`config.mk`:
```
export PLATFORM = sky130hd
export DESIGN_NAME = mmio_port_bridge
export DESIGN_NICKNAME = d
export VERILOG_FILES = /design/src/rtl/mpb_pkg.sv /design/src/rtl/mpb_decode.sv /design/src/rtl/mpb_xbank.sv /design/src/rtl/mmio_port_bridge.sv
export SDC_FILE = /design/constraint.sdc
export NUM_CORES = 1
export LEC_CHECK = 0
export ABC_AREA = 1
export BUFFER_PORTS_ARGS = -buffer_cell sky130_fd_sc_hd__buf_2
export CORE_UTILIZATION = 45
export DETAILED_ROUTE_END_ITERATION = 10
export PLACE_DENSITY = 0.72
export REMOVE_ABC_BUFFERS = 1
export SLEW_MARGIN = 10
export SYNTH_ARGS = -nofsm -noshare
export SYNTH_HDL_FRONTEND = slang
export SYNTH_HIERARCHICAL = 1
export SYNTH_SLANG_ARGS = --single-unit
```
`constraint.sdc`:
```
create_clock -name clk -period 3 [get_ports clk]
set_clock_uncertainty 0.05 [all_clocks]
set_input_delay 0 -clock clk [delete_from_list [all_inputs] [get_ports clk]]
set_output_delay 0 -clock clk [all_outputs]
set_load 0.02 [all_outputs]
```
`src/rtl/mpb_pkg.sv`:
```
// Shared types and constants for the aperture bridge.
// Assumes size code 2'b1x means a 32-bit access.
package mpb_pkg;
    typedef enum logic [2:0] {RG_NONE, RG_ID, RG_LEG, RG_XMODE, RG_XBANK} region_e;
    typedef enum logic [2:0] {S_IDLE, S_LEG, S_XIDX, S_XDAT, S_IDRD} seq_e;

    localparam logic [31:0] ORDER_BIG    = 32'hBEBE_BEBE;
    localparam logic [31:0] ORDER_LITTLE = 32'h1E1E_1E1E;

    function automatic logic [2:0] size_bytes(input logic [1:0] sz);
        return sz[1] ? 3'd4 : (sz[0] ? 3'd2 : 3'd1);
    endfunction
endpackage

```
`src/rtl/mpb_decode.sv`:
```
// Region decoder: classifies an aperture offset and returns the offset
// relative to the start of its region. Disabled regions and bank accesses
// narrower than 32 bits decode as RG_NONE. Purely combinational.
module mpb_decode
    import mpb_pkg::*;
#(
    parameter int ADDR_W   = 11,
    parameter int ID_SPAN  = 256,
    parameter int LEG_BASE = 'h400,
    parameter int LEG_SPAN = 32,
    parameter int XM_BASE  = 'h500,
    parameter int XM_SPAN  = 'h16,
    parameter int XB_BASE  = 'h600,
    parameter int XB_SPAN  = 8
) (
    input  logic [ADDR_W-1:0] addr,
    input  logic [1:0]        size,
    input  logic              id_en,
    input  logic              xb_en,
    output region_e           region,
    output logic [ADDR_W-1:0] offset
);
    localparam logic [31:0] ID_HI  = 32'(ID_SPAN);
    localparam logic [31:0] LEG_LO = 32'(LEG_BASE);
    localparam logic [31:0] LEG_HI = 32'(LEG_BASE + LEG_SPAN);
    localparam logic [31:0] XM_LO  = 32'(XM_BASE);
    localparam logic [31:0] XM_HI  = 32'(XM_BASE + XM_SPAN);
    localparam logic [31:0] XB_LO  = 32'(XB_BASE);
    localparam logic [31:0] XB_HI  = 32'(XB_BASE + XB_SPAN);

    logic [31:0] a32;
    assign a32 = 32'(addr);

    // Pick the region and its local offset.
    always_comb begin
        region = RG_NONE;
        offset = '0;
        if (id_en && a32 < ID_HI) begin
            region = RG_ID;
            offset = addr;
        end else if (a32 >= LEG_LO && a32 < LEG_HI) begin
            region = RG_LEG;
            offset = ADDR_W'(a32 - LEG_LO);
        end else if (a32 >= XM_LO && a32 < XM_HI) begin
            region = RG_XMODE;
            offset = ADDR_W'(a32 - XM_LO);
        end else if (xb_en && size[1] && a32 >= XB_LO && a32 < XB_HI) begin
            region = RG_XBANK;
            offset = ADDR_W'(a32 - XB_LO);
        end
    end
endmodule

```
`src/rtl/mpb_xbank.sv`:
```
// Extension bank: a read-only size word and a byte-order flag that only
// two exact codes can change. The caller qualifies wr_en with the region
// decode, so offsets here are local to the bank.
module mpb_xbank
    import mpb_pkg::*;
#(
    parameter int ADDR_W  = 11,
    parameter int XB_SPAN = 8
) (
    input  logic              clk,
    input  logic              rst_n,
    input  logic              wr_en,
    input  logic [ADDR_W-1:0] off,
    input  logic [31:0]       wdata,
    output logic [31:0]       rdata,
    output logic              big_endian
);
    localparam logic [ADDR_W-1:0] OFF_SIZE  = ADDR_W'(0);
    localparam logic [ADDR_W-1:0] OFF_ORDER = ADDR_W'(4);

    // Byte-order flag; values other than the two codes leave it unchanged.
    always_ff @(posedge clk) begin
        if (!rst_n) begin
            big_endian <= 1'b0;
        end else if (wr_en && off == OFF_ORDER) begin
            if (wdata == ORDER_BIG)
                big_endian <= 1'b1;
            else if (wdata == ORDER_LITTLE)
                big_endian <= 1'b0;
        end
    end

    // Read mux: size word, current order code, zero elsewhere.
    always_comb begin
        if (off == OFF_SIZE)
            rdata = 32'(XB_SPAN);
        else if (off == OFF_ORDER)
            rdata = big_endian ? ORDER_BIG : ORDER_LITTLE;
        else
            rdata = '0;
    end
endmodule

```
`src/rtl/mmio_port_bridge.sv`:
```
// Top of the aperture bridge. Accepts one access per idle clock. It runs
// the downstream cycles for legacy, extended-mode and identification
// accesses from a small sequencer, and answers bank and unmapped accesses
// in the acceptance clock. Assumes the port, extended and identification
// read data return combinationally in the strobe cycle.
module mmio_port_bridge
    import mpb_pkg::*;
#(
    parameter int ADDR_W    = 11,
    parameter int PORT_W    = 10,
    parameter int PORT_BASE = 'h3C0,
    parameter int XIDX_W    = 8,
    parameter int ID_AW     = 8,
    parameter int BASE_REV  = 1,
    parameter int EXT_REV   = 2
) (
    input  logic              clk,
    input  logic              rst_n,
    input  logic              id_en,
    input  logic              xb_en,
    input  logic              bus_rd,
    input  logic              bus_wr,
    input  logic [ADDR_W-1:0] bus_addr,
    input  logic [1:0]        bus_size,
    input  logic [31:0]       bus_wdata,
    output logic              bus_busy,
    output logic              bus_done,
    output logic [31:0]       bus_rdata,
    output logic              lp_rd,
    output logic              lp_wr,
    output logic [PORT_W-1:0] lp_addr,
    output logic [7:0]        lp_wdata,
    input  logic [7:0]        lp_rdata,
    output logic              xm_idx_wr,
    output logic [XIDX_W-1:0] xm_idx,
    output logic              xm_rd,
    output logic              xm_wr,
    output logic [15:0]       xm_wdata,
    input  logic [15:0]       xm_rdata,
    output logic              id_rd,
    output logic [ID_AW-1:0]  id_addr,
    input  logic [31:0]       id_rdata,
    output logic              be_fb,
    output logic [7:0]        rev_id
);
    localparam int LANES = 4;

    region_e           region;
    logic [ADDR_W-1:0] dec_off;
    logic [31:0]       bank_rdata;
    logic              acc;
    logic              bank_wr;

    seq_e              state;
    logic              op_wr;
    logic [ADDR_W-1:0] cap_off;
    logic [1:0]        cap_size;
    logic [31:0]       cap_wdata;
    logic [1:0]        cnt;
    logic [1:0]        last;
    logic [31:0]       rd_buf;
    logic              done_q;
    logic [LANES-1:0]  lane_on;
    logic [31:0]       id_masked;

    mpb_decode #(.ADDR_W(ADDR_W)) u_dec (
        .addr   (bus_addr),
        .size   (bus_size),
        .id_en  (id_en),
        .xb_en  (xb_en),
        .region (region),
        .offset (dec_off)
    );

    assign acc     = (bus_rd || bus_wr) && state == S_IDLE;
    assign bank_wr = acc && bus_wr && region == RG_XBANK;

    mpb_xbank #(.ADDR_W(ADDR_W)) u_bank (
        .clk        (clk),
        .rst_n      (rst_n),
        .wr_en      (bank_wr),
        .off        (dec_off),
        .wdata      (bus_wdata),
        .rdata      (bank_rdata),
        .big_endian (be_fb)
    );

    // Size-dependent lane mask for identification reads.
    assign lane_on = cap_size[1] ? 4'hF : (cap_size[0] ? 4'h3 : 4'h1);
    for (genvar g = 0; g < LANES; g++) begin : g_lane
        assign id_masked[8*g +: 8] = lane_on[g] ? id_rdata[8*g +: 8] : 8'h00;
    end

    // Sequencer: accept, run downstream cycles, gather read data, pulse done.
    always_ff @(posedge clk) begin
        if (!rst_n) begin
            state     <= S_IDLE;
            op_wr     <= 1'b0;
            cap_off   <= '0;
            cap_size  <= '0;
            cap_wdata <= '0;
            cnt       <= '0;
            last      <= '0;
            rd_buf    <= '0;
            done_q    <= 1'b0;
        end else begin
            done_q <= 1'b0;
            unique case (state)
                S_IDLE: if (acc) begin
                    op_wr     <= bus_wr;
                    cap_off   <= dec_off;
                    cap_size  <= bus_size;
                    cap_wdata <= bus_wdata;
                    cnt       <= '0;
                    last      <= 2'(size_bytes(bus_size) - 3'd1);
                    rd_buf    <= '0;
                    unique case (region)
                        RG_LEG:   state <= S_LEG;
                        RG_XMODE: state <= S_XIDX;
                        RG_ID:    if (bus_wr) done_q <= 1'b1;
                                  else state <= S_IDRD;
                        RG_XBANK: begin
                            if (!bus_wr) rd_buf <= bank_rdata;
                            done_q <= 1'b1;
                        end
                        default:  done_q <= 1'b1;
                    endcase
                end
                S_LEG: begin
                    if (!op_wr) rd_buf[{cnt, 3'b000} +: 8] <= lp_rdata;
                    cnt <= cnt + 2'd1;
                    if (cnt == last) begin
                        state  <= S_IDLE;
                        done_q <= 1'b1;
                    end
                end
                S_XIDX: state <= S_XDAT;
                S_XDAT: begin
                    if (!op_wr) rd_buf <= {16'h0000, xm_rdata};
                    state  <= S_IDLE;
                    done_q <= 1'b1;
                end
                S_IDRD: begin
                    rd_buf <= id_masked;
                    state  <= S_IDLE;
                    done_q <= 1'b1;
                end
                default: state <= S_IDLE;
            endcase
        end
    end

    // Downstream strobes and addresses, decoded from the sequencer state.
    assign lp_rd     = state == S_LEG && !op_wr;
    assign lp_wr     = state == S_LEG && op_wr;
    assign lp_addr   = PORT_W'(PORT_BASE) + PORT_W'(cap_off) + PORT_W'(cnt);
    assign lp_wdata  = cap_wdata[{cnt, 3'b000} +: 8];
    assign xm_idx_wr = state == S_XIDX;
    assign xm_idx    = XIDX_W'(cap_off >> 1);
    assign xm_rd     = state == S_XDAT && !op_wr;
    assign xm_wr     = state == S_XDAT && op_wr;
    assign xm_wdata  = cap_wdata[15:0];
    assign id_rd     = state == S_IDRD;
    assign id_addr   = ID_AW'(cap_off);

    // Bus-side results.
    assign bus_busy  = state != S_IDLE;
    assign bus_done  = done_q;
    assign bus_rdata = rd_buf;
    assign rev_id    = xb_en ? 8'(EXT_REV) : 8'(BASE_REV);
endmodule

```
* Yosys cells after proc, flatten, opt, wreduce, memory -nomap -nowiden
Index checks and enable logic that the tools add are counted.
** Storage, ports and cells
- Word-level logic and storage cells :: 116
- Register bits :: 86
- Bits of input ports :: 107
- Output and inout port bits :: 99
** Operators by class
- Reduce and logical (&&, ||, !) cells :: 29
- Eq/ne operators :: 18
- Order comparisons :: 7
- Shift-type cells :: 3
- Multiplexer cells :: 41
- $add $sub $neg :: 8
** Operator list (count)
- $mux 32 :: 8
- $pmux 32 s4 :: 1
- $mux 11 :: 4
- $ge 11x11->1 const B :: 3
- $lt 11x11->1 const B :: 3
- $sub 11x11->11 const B :: 3
- $bwmux 32 :: 1
- $eq 32x29->1 const B :: 1
- $eq 32x32->1 const B :: 1
- $mux 8 :: 4
- $shift 8x7->32 const A :: 1
- $shiftx 32x6->8 :: 1
- $shiftx 8x7->32 :: 1
- $mux 3 :: 7
- $pmux 3 s3 :: 2
- $logic_and 1x1->1 :: 14
- $eq 3x2->1 const B :: 4
- $eq 11x3->1 const B :: 1
- $logic_not 11->1 :: 1
- $lt 11x9->1 const B :: 1
- $add 10x10->10 const A :: 1
- $add 10x2->10 :: 1
- $mux 2 :: 5
- $ne 2x2->1 const B :: 4
- 22 further kinds :: 33

* Longest topological paths before layout
Gate-level depths: netlist (run 1).
- Depth after elaboration :: 14
- Mapped depth :: 25
- Depth with buffers taken out :: 24

* Modules after synthesis
Netlist (run 1), hierarchy kept.
** Modules (own cells, without submodules)
- mmio_port_bridge :: times used 1, cells an instance 831, sequential area each 1701.6 um2, area each 5256.3 um2
- mpb_xbank :: times used 1, cells an instance 99, sequential area each 20.0 um2, area each 559.3 um2
- mpb_decode :: times used 1, cells an instance 83, sequential area each 0.0 um2, area each 444.2 um2

* Worst setup path before layout (run 1)
Ideal clock, no wire load.
- Kind :: in2reg
- Start point :: in bus_addr[9]
- End point :: reg rd_buf[31], in the netlist bus_rdata[31]
- Stages on the path :: 23
- Data required time :: 2.879 ns
- Arrival time :: 2.269 ns
- Slack :: 0.611 ns
- Cell sequence :: inv_1 > ha_1 > nand2_1 > nand2_1 > nand3_1 > nand2_1 > inv_1 > nand2_1 > nand3_2 > a21oi_4 > nor2_1 > nor2_1 > nand2_1 > nor2_2 > nand2_2 > nor2_1 > buf_4 > inv_1 > nor3_1 > nand2_1 > nand2_1 > nand2_1 > a21oi_1
** Between the ends
- Word-level cells in the longest chain between the ends :: 14
- Elaborated cells between the ends (all ways) :: 32
- Classes of those cells :: add/sub (3); order compare (7); eq/ne (2); mux (14); reduce/logical (6)
** RTL lines
- start, declared :: RTL line mmio_port_bridge.sv:23 : input logic [ADDR_W-1:0] bus_addr,
- $ge 11x11->1 :: RTL line mpb_decode.sv:47 : end else if (xb_en && size[1] && a32 >= XB_LO && a32 < XB_HI) begin
- $logic_and 1x1->1 (2 in a row) :: RTL line mpb_decode.sv:47
- $mux 11 :: RTL line mpb_decode.sv:47
- $mux 11 :: RTL line mpb_decode.sv:44 : end else if (a32 >= XM_LO && a32 < XM_HI) begin
- $mux 11 :: RTL line mpb_decode.sv:41 : end else if (a32 >= LEG_LO && a32 < LEG_HI) begin
- $mux 11 * :: RTL line mpb_decode.sv:38 : if (id_en && a32 < ID_HI) begin
- named net dec_off[4] :: RTL line mmio_port_bridge.sv:49 : logic [ADDR_W-1:0] dec_off;
- $eq 11x3->1 :: RTL line mpb_xbank.sv:37 : else if (off == OFF_ORDER)
- $mux 32 :: RTL line mpb_xbank.sv:37
- $mux 32 * :: RTL line mpb_xbank.sv:35 : if (off == OFF_SIZE)
- named net bank_rdata[31] :: RTL line mmio_port_bridge.sv:50 : logic [31:0] bank_rdata;
- $mux 32 * :: RTL line mmio_port_bridge.sv:123 : if (!bus_wr) rd_buf <= bank_rdata;
- $mux 32 * :: RTL line mmio_port_bridge.sv:117 : unique case (region)
- $mux 32 * :: RTL line mmio_port_bridge.sv:109 : S_IDLE: if (acc) begin
- $pmux 32 s4 * :: RTL line mmio_port_bridge.sv:108 : unique case (state)
- end signal, assigned :: RTL line mmio_port_bridge.sv:123
- end signal, assigned by index :: RTL line mmio_port_bridge.sv:130 : if (!op_wr) rd_buf[{cnt, 3'b000} +: 8] <= lp_rdata;
- end signal, assigned :: RTL line mmio_port_bridge.sv:139 : if (!op_wr) rd_buf <= {16'h0000, xm_rdata};
- end, declared :: RTL line mmio_port_bridge.sv:61 : logic [31:0] rd_buf;
The timed path passes the listed nets; every way through them passes the cells marked *. The select of a mux whose other input is x is not followed.
A chain may end at the register's enable or synchronous reset.

* Worst setup path in the final report (run 1)
- Start point :: reg state[1]
- End point :: reg rd_buf[2], in the netlist bus_rdata[2]
** Between the ends
- Word-level cells in the longest chain between the ends :: 4
- Elaborated cells between the ends (all ways) :: 11
- Classes of those cells :: eq/ne (6); mux (1); reduce/logical (4)
** RTL lines
- start, declared :: RTL line mmio_port_bridge.sv:54 : seq_e state;
- start signal, assigned :: RTL line mmio_port_bridge.sv:97 : state <= S_IDLE;
- start signal, assigned :: RTL line mmio_port_bridge.sv:118 : RG_LEG: state <= S_LEG;
- start signal, assigned :: RTL line mmio_port_bridge.sv:119 : RG_XMODE: state <= S_XIDX;
- $logic_not 3->1 :: RTL line mmio_port_bridge.sv:75, mmio_port_bridge.sv:108
- $logic_and 1x1->1 :: RTL line mmio_port_bridge.sv:75 : assign acc = (bus_rd || bus_wr) && state == S_IDLE;
- $ne 2x2->1 (no source line)
- $reduce_and 4->1 (no source line)
Several ways; a longest one is shown, not always the timed one.

==> flow_summary.toml, run 1 <==
[status]
status = "finished clean"

[critical_path]
crit_type = "reg -> reg"
cp-start-kind = "flop"
required_ps = 3190
cpPeakStageDelay_ps = 630
crit_fanout = 56
critPathSlowestCell = "dfxtp_1"
cpMostUsedCell = "nor2_1"
worst_ep_arrival_time_ps = 2720
crit_chain = "inv_2 -> nand3_2 -> nand2_1 -> nor2_4 -> buf_12 -> nand3_1 -> dlygate4sd3_1 -> nor2_1 -> nor2_1"
end_kind = "flop"

[synthesis]
post-synth-top-area-cell = "dfxtp_1"
synth_top_family_by_area = "simple AND/OR/NAND/NOR gates"
synthAdderAreaFrac_pct = 2.92
seq_area_frac_synth_pct = 27.5
ys_ff_latch = 86
synth_cell_types = 35
synth.mux.area_fraction_pct = 0
synth-compound-area-share_pct = 12.5
syn-cell-area_um2 = 6260
syn_inst = 1013
synth-warning-count = 6
synth_xor_area_share_pct = 1.54
synth_area_leaders = "dfxtp_1 28%, nor2_1 12%, nand2_1 11%, buf_4 9.0%, nand3_1 8.6%"
synth_top_area_share_pct = 27.5
synth-simple-area-share_pct = 38.3
synth_area_per_cell_um2 = 6.18

[pwr]
sequentialPowerShare_pct = 34.0
p_comb_share_pct = 37.9
switchingPower_mw = 1.61
power_frac_clock_pct = 28.2
power_leakage_nw = 4.03
powerDensity_nw_per_um2 = 518
irDropWorstVdd_v = 0.000289
power.internal_mw = 2.52
power_switching_share_pct = 39.0

[sta]
setup_viol = 0
hold_viol_final = 0
finalMaxSlewViolations = 0
fin_setup_tns_ps = 0
period_needed_ps = 2530
relSlewSlack_pct = 40.5
fin_crit_sh_pct = 84.2
fmax_mhz = 396
worst_pin_slew_ps = 890
rsz0062_at_grt = "false"

[global_route]
grt_util_all_layers_pct = 26.1
grt_overflow = 0
grt_max_degree = 57
grt_antenna_before_repair = 0
grt_pass1_vias = 6319
grt_pass1_wl_um = 30300

[routing]
drc = 0
vias = 7035
drt_first_pass_iters = 6
ant_nets = 0
wl_per_cell_um = 13.7
routed_wirelength_um = 19000
dr.first_iter.drc_count = 539
via_per_inst = 5.07

[min_path]
worstHoldPathType = "in -> reg"

[layout]
post-route-util_pct = 59.4
diodes = 0
syn_to_final_growth_pct = 27.2
drive_gt1_share_pct = 22.3
fillers = 1334
fin_nets = 1328

[placed_design]
place_hpwl_um = 12900
port-buffer-count = 199
gp_congestion = 0.876

[clocking]
path_clk_slew_ps = 70
root_buffer = "clkbuf_16"
h-tree-depth = 3
numCtsBuffers = 9
clk_latency_ps = 340
cts.sinks = 86
cts_tree = "built"
cts_buffer_depth = 2
cts_setup_buffers = 0

[floorplan]
initial_utilization_pct = 46.7
top_level_ports = 206
die_w_um = 120
die-height_um = 120
rows = 42
die_area_um2 = 14400
core_region_area_um2 = 13400

[job]
maxCapViolCount = 0
[synthesized netlist by cell type, drive strengths merged]
library cell,n
inv,82
clkbuf,25
a31oi,2
fa,1
nand3,111
conb,2
xnor2,5
xor2,6
clkinv,2
ha,13
o22ai,23
nand4,23
a21oi,19
buf,95
dfxtp,86
o21ai,99
nand3b,2
or2,2
nor2,216
nor3,6
nand2,192
o211ai,1
[repair_timing]
action	in CTS	in global routing
endpoints found under the hold margin	64	0
gates resized for setup	0	0
hold buffers	74	0
[area by class of cell]
cell class                      count  area (um^2)  area share, %
Tap cell                          176          220           2.77
Multi-Input combinational cell    735         3520           44.2
Clock buffer                        9          225           2.83
Inverter                           84          315           3.96
Clock inverter                      7         80.1           1.01
Sequential cell                    86         1720           21.6
Timing Repair Buffer              291         1880           23.7
[worst max-delay path, delay by kind of cell, from the launching register on]
| family | cells | cell delay, ps |
|---|---|---|
| buffers and inverters | 3 | 1020 |
| AND/OR/NAND/NOR | 6 | 700 |
| flip-flops | 1 | 630 |
[worst paths after layout]
check | startpoint | end | slack (ps) | cells after the start
max | state[1] | bus_rdata[2] | 470 | 9
min | id_rdata[10] | bus_rdata[10] | 20 | 5
max reg2reg | state[1] | bus_rdata[2] | 470 | 9
min reg2reg | cap_size[0] | cap_size[0] | 420 | 2
[power groups by stage]
stage,registers [mW],clock network (mW),logic (mW)
detailed placement,1.42,0,1.44
finish,1.40,1.16,1.56
CTS,1.40,1.17,1.55
global route,1.42,1.23,1.72
global placement,1.43,0,1.42
floorplan,1.57,0,0.759
[state kept, by name, summed over array words and instances (netlist names)]
register / flops
cap_off: 10
bus_rdata: 32
cap_size: 2
bus_done: 1
state: 3
last: 2
cnt: 2
cap_wdata: 32
op_wr: 1
u_bank/big_endian: 1
[metal layers]
layer,GRT usage [%],part of all wire (%),up-vias
met4,8.28,2.0,0
met3,4.66,6.5,29
li1,-,-,3578
met2,43.4,47,273
met5,0,0,-
met1,34.0,44,3155
[metrics by stage]
step	total power, mW	hold WS, ps	area, um^2	setup WS, ps	cells
after floorplan	2.33	-50.0	5550	505	905
after global placement	2.85	191	6920	622	1298
after detailed placement	2.86	195	6920	531	1298
after CTS	4.13	9.85	7960	521	1388
after global routing	4.36	12.2	7960	231	1388
final	4.13	17.9	7960	474	1388
[logic make-up (layout without fill, tap and decap cells)]
logic type / count (synthesis) / count (layout)
and+or+nand+nor: 552 / 552
AOI/OAI and AO/OA: 144 / 144
other: 2 / 14
adders and majority gates: 14 / 14
DFF: 86 / 86
xor gates and xnor gates: 11 / 11
buffers and inverters: 204 / 391
[cell usage in the layout (no fill, tap or decap), types with 2 or more instances in the layout]
master / n
buf_2: 199
a21oi_1: 16
conb_1: 14
nand3_2: 4
nand4_1: 23
clkinvlp_4: 2
inv_1: 74
nor2_2: 8
nor2_1: 202
nor2_4: 6
dfxtp_1: 86
dlygate4sd3_1: 74
clkinv_4: 2
nand2_1: 188
nor3_1: 6
clkinv_1: 2
buf_4: 17
nand3_1: 107
xnor2_1: 5
ha_1: 13
o21ai_1: 32
inv_2: 8
o22ai_1: 23
a31oi_1: 2
xor2_1: 6
inv_6: 2
clkbuf_16: 9
nand2_2: 4
a21oi_4: 2
o21ai_0: 66
Power figures use the tool's default switching activity.
==> run 2: changes to the inputs <==
==> constraint.sdc (replaced) <==
create_clock -name clk -period 2.43 [get_ports clk]
set_clock_uncertainty 0.05 [all_clocks]
set_input_delay 0 -clock clk [delete_from_list [all_inputs] [get_ports clk]]
set_output_delay 0 -clock clk [all_outputs]
set_load 0.02 [all_outputs]
==> run 2 against run 1 <==
Against the previous run:
- the run now ends with negative hold slack left
- critical path depth shrank 1
- core utilization is 0.89 points higher
- sequential power grew 24%
- flip-flop and latch count unchanged
- non-clock buffer count up 8
- total power rose by 26%
- critical endpoint is now lp_addr[8]
- highest routed layer unchanged
==> flow_summary.toml, run 2 (same netlist as run 1, synthesis figures left out) <==
[routing]
drt_first_pass_iters = 5
drc = 0
wl_per_cell_um = 14.3
dr.first_iter.drc_count = 620
ant_nets = 0
routed_wirelength_um = 20000
via_per_inst = 5.09
vias = 7110

[clocking]
clk_latency_ps = 350
cts.sinks = 86
numCtsBuffers = 9
path_clk_slew_ps = 60
cts_setup_buffers = 0
root_buffer = "clkbuf_16"
cts_buffer_depth = 2
h-tree-depth = 3
cts_tree = "built"

[min_path]
worstHoldStart = "xm_rdata[3]"
min_to = "bus_rdata[3]"
worstHoldPathType = "in -> reg"
worstHoldPathCells = 5

[sta]
relSlewSlack_pct = 36.6
fin_crit_sh_pct = 92.3
worst_pin_slew_ps = 952
fmax_mhz = 446
period_needed_ps = 2240
fin_hold_ws_ps = -6.51
hold_viol_final = 1
fin_setup_tns_ps = 0
rsz0062_at_grt = "false"
setup_viol = 0
finalMaxSlewViolations = 0

[layout]
drive_gt1_share_pct = 23.2
diodes = 0
stdcell_count = 1397
fillers = 1277
layout_common_cells = "202 x nor2_1, 199 x buf_2, 187 x nand2_1"
fin_nets = 1337
layout_commonest_cell = "nor2_1"
syn_to_final_growth_pct = 29.1
post-route-util_pct = 60.3

[floorplan]
die_w_um = 120
core_region_area_um2 = 13400
die_area_um2 = 14400
top_level_ports = 206
die-height_um = 120
initial_utilization_pct = 46.7
rows = 42

[global_route]
grt_pass1_wl_um = 31500
grt_overflow = 0
grt.busiest_layer = "met2"
use_met1_pct = 34.8
grt_max_degree = 57
grt_antenna_before_repair = 0
grt_util_met3_pct = 3.61
grt_util_all_layers_pct = 27.5
grt_util_met2_pct = 46.6
grt_pass1_vias = 6417

[placed_design]
port-buffer-count = 199
gp_congestion = 0.870
dp_cells = 1307
place_hpwl_um = 13100

[critical_path]
reg2reg_to = "bus_rdata[10]"
r2r.worst_path.cells = 8
worst_ep_arrival_time_ps = 2190
worst-r2r-setup-slack_ps = 220
cp-start-kind = "flop"
r2r-start = "state[1]"
crit_type = "reg -> out"
crit_fanout = 3
required_ps = 2380
end_kind = "output port"

[pwr]
irDropWorstVdd_v = 0.000371
power.total_mw = 5.21
power_leakage_nw = 4.07
powerDensity_nw_per_um2 = 644

[status]
status = "finished, violations left"
violations = "negative hold slack"

[job]
maxCapViolCount = 0
[run 2: area by class of cell]
class                   instances  area, um^2  area share, %
multi-input cells             736        3540           43.8
flip-flops and latches         86        1720           21.3
clock buffers                  10         239           2.96
clock inverters                 6        92.6           1.15
repair buffers                299        1950           24.2
well taps                     176         220           2.72
inverters                      84         315           3.90
[run 2: worst max-delay path, stage by stage, from the launching register on]
cell and delay (ps):
dfxtp_1 360, ha_1 180, inv_1 50, fa_1 420
nor3_2 260, nand3_1 170, nand2_1 110, xor2_1 130
buf_2 170
[run 2: worst max path at each step]
stage	start	endpoint	slack, ps	cells past startpoint
global placement	state[1]	bus_rdata[4]	40	8
global route	state[1]	bus_rdata[24]	20	8
detailed placement	state[1]	bus_rdata[10]	5	8
floorplan	cnt[0]	bus_rdata[20]	-60	10
CTS	cnt[0]	lp_addr[8]	80	8
finish	cnt[0]	lp_addr[8]	190	8
[run 2: per-stage QoR]
| step | area (um^2) | setup slack [ps] | hold slack (ps) |
|---|---|---|---|
| 6_report | 8080 | 186 | -6.51 |
| 3_3_place_gp | 7000 | 38.2 | 190 |
| 3_5_place_dp | 7000 | 5.35 | 195 |
| 5_1_grt | 8080 | 15.7 | 45.8 |
| 4_1_cts | 8070 | 79.4 | 1.24 |
| 2_1_floorplan | 5550 | -64.8 | -50.0 |
[run 2: power by group]
| group | internal [mW] | switching [mW] | leakage, nW |
|---|---|---|---|
| clock | 0.934 | 0.618 | 0.155 |
| combinational | 0.670 | 1.25 | 3.21 |
| sequential | 1.60 | 0.137 | 0.711 |
| total | 3.20 | 2.01 | 4.07 |
[run 2: routing by layer]
| layer | up-vias | routed length [um] |
|---|---|---|
| met5 | - | 0 |
| met4 | 0 | 527 |
| met3 | 38 | 1170 |
| met2 | 264 | 9540 |
| met1 | 3213 | 8790 |
| li1 | 3595 | - |
[run 2: what timing repair did]
item | 4_1_cts | 5_1_grt
pin swaps | 1 | 0
hold buffers | 73 | 0
gates resized for setup | 0 | 4
endpoints found under the hold margin | 64 | 0
endpoints found under the setup margin | 1 | 26
gates cloned | 1 | 0
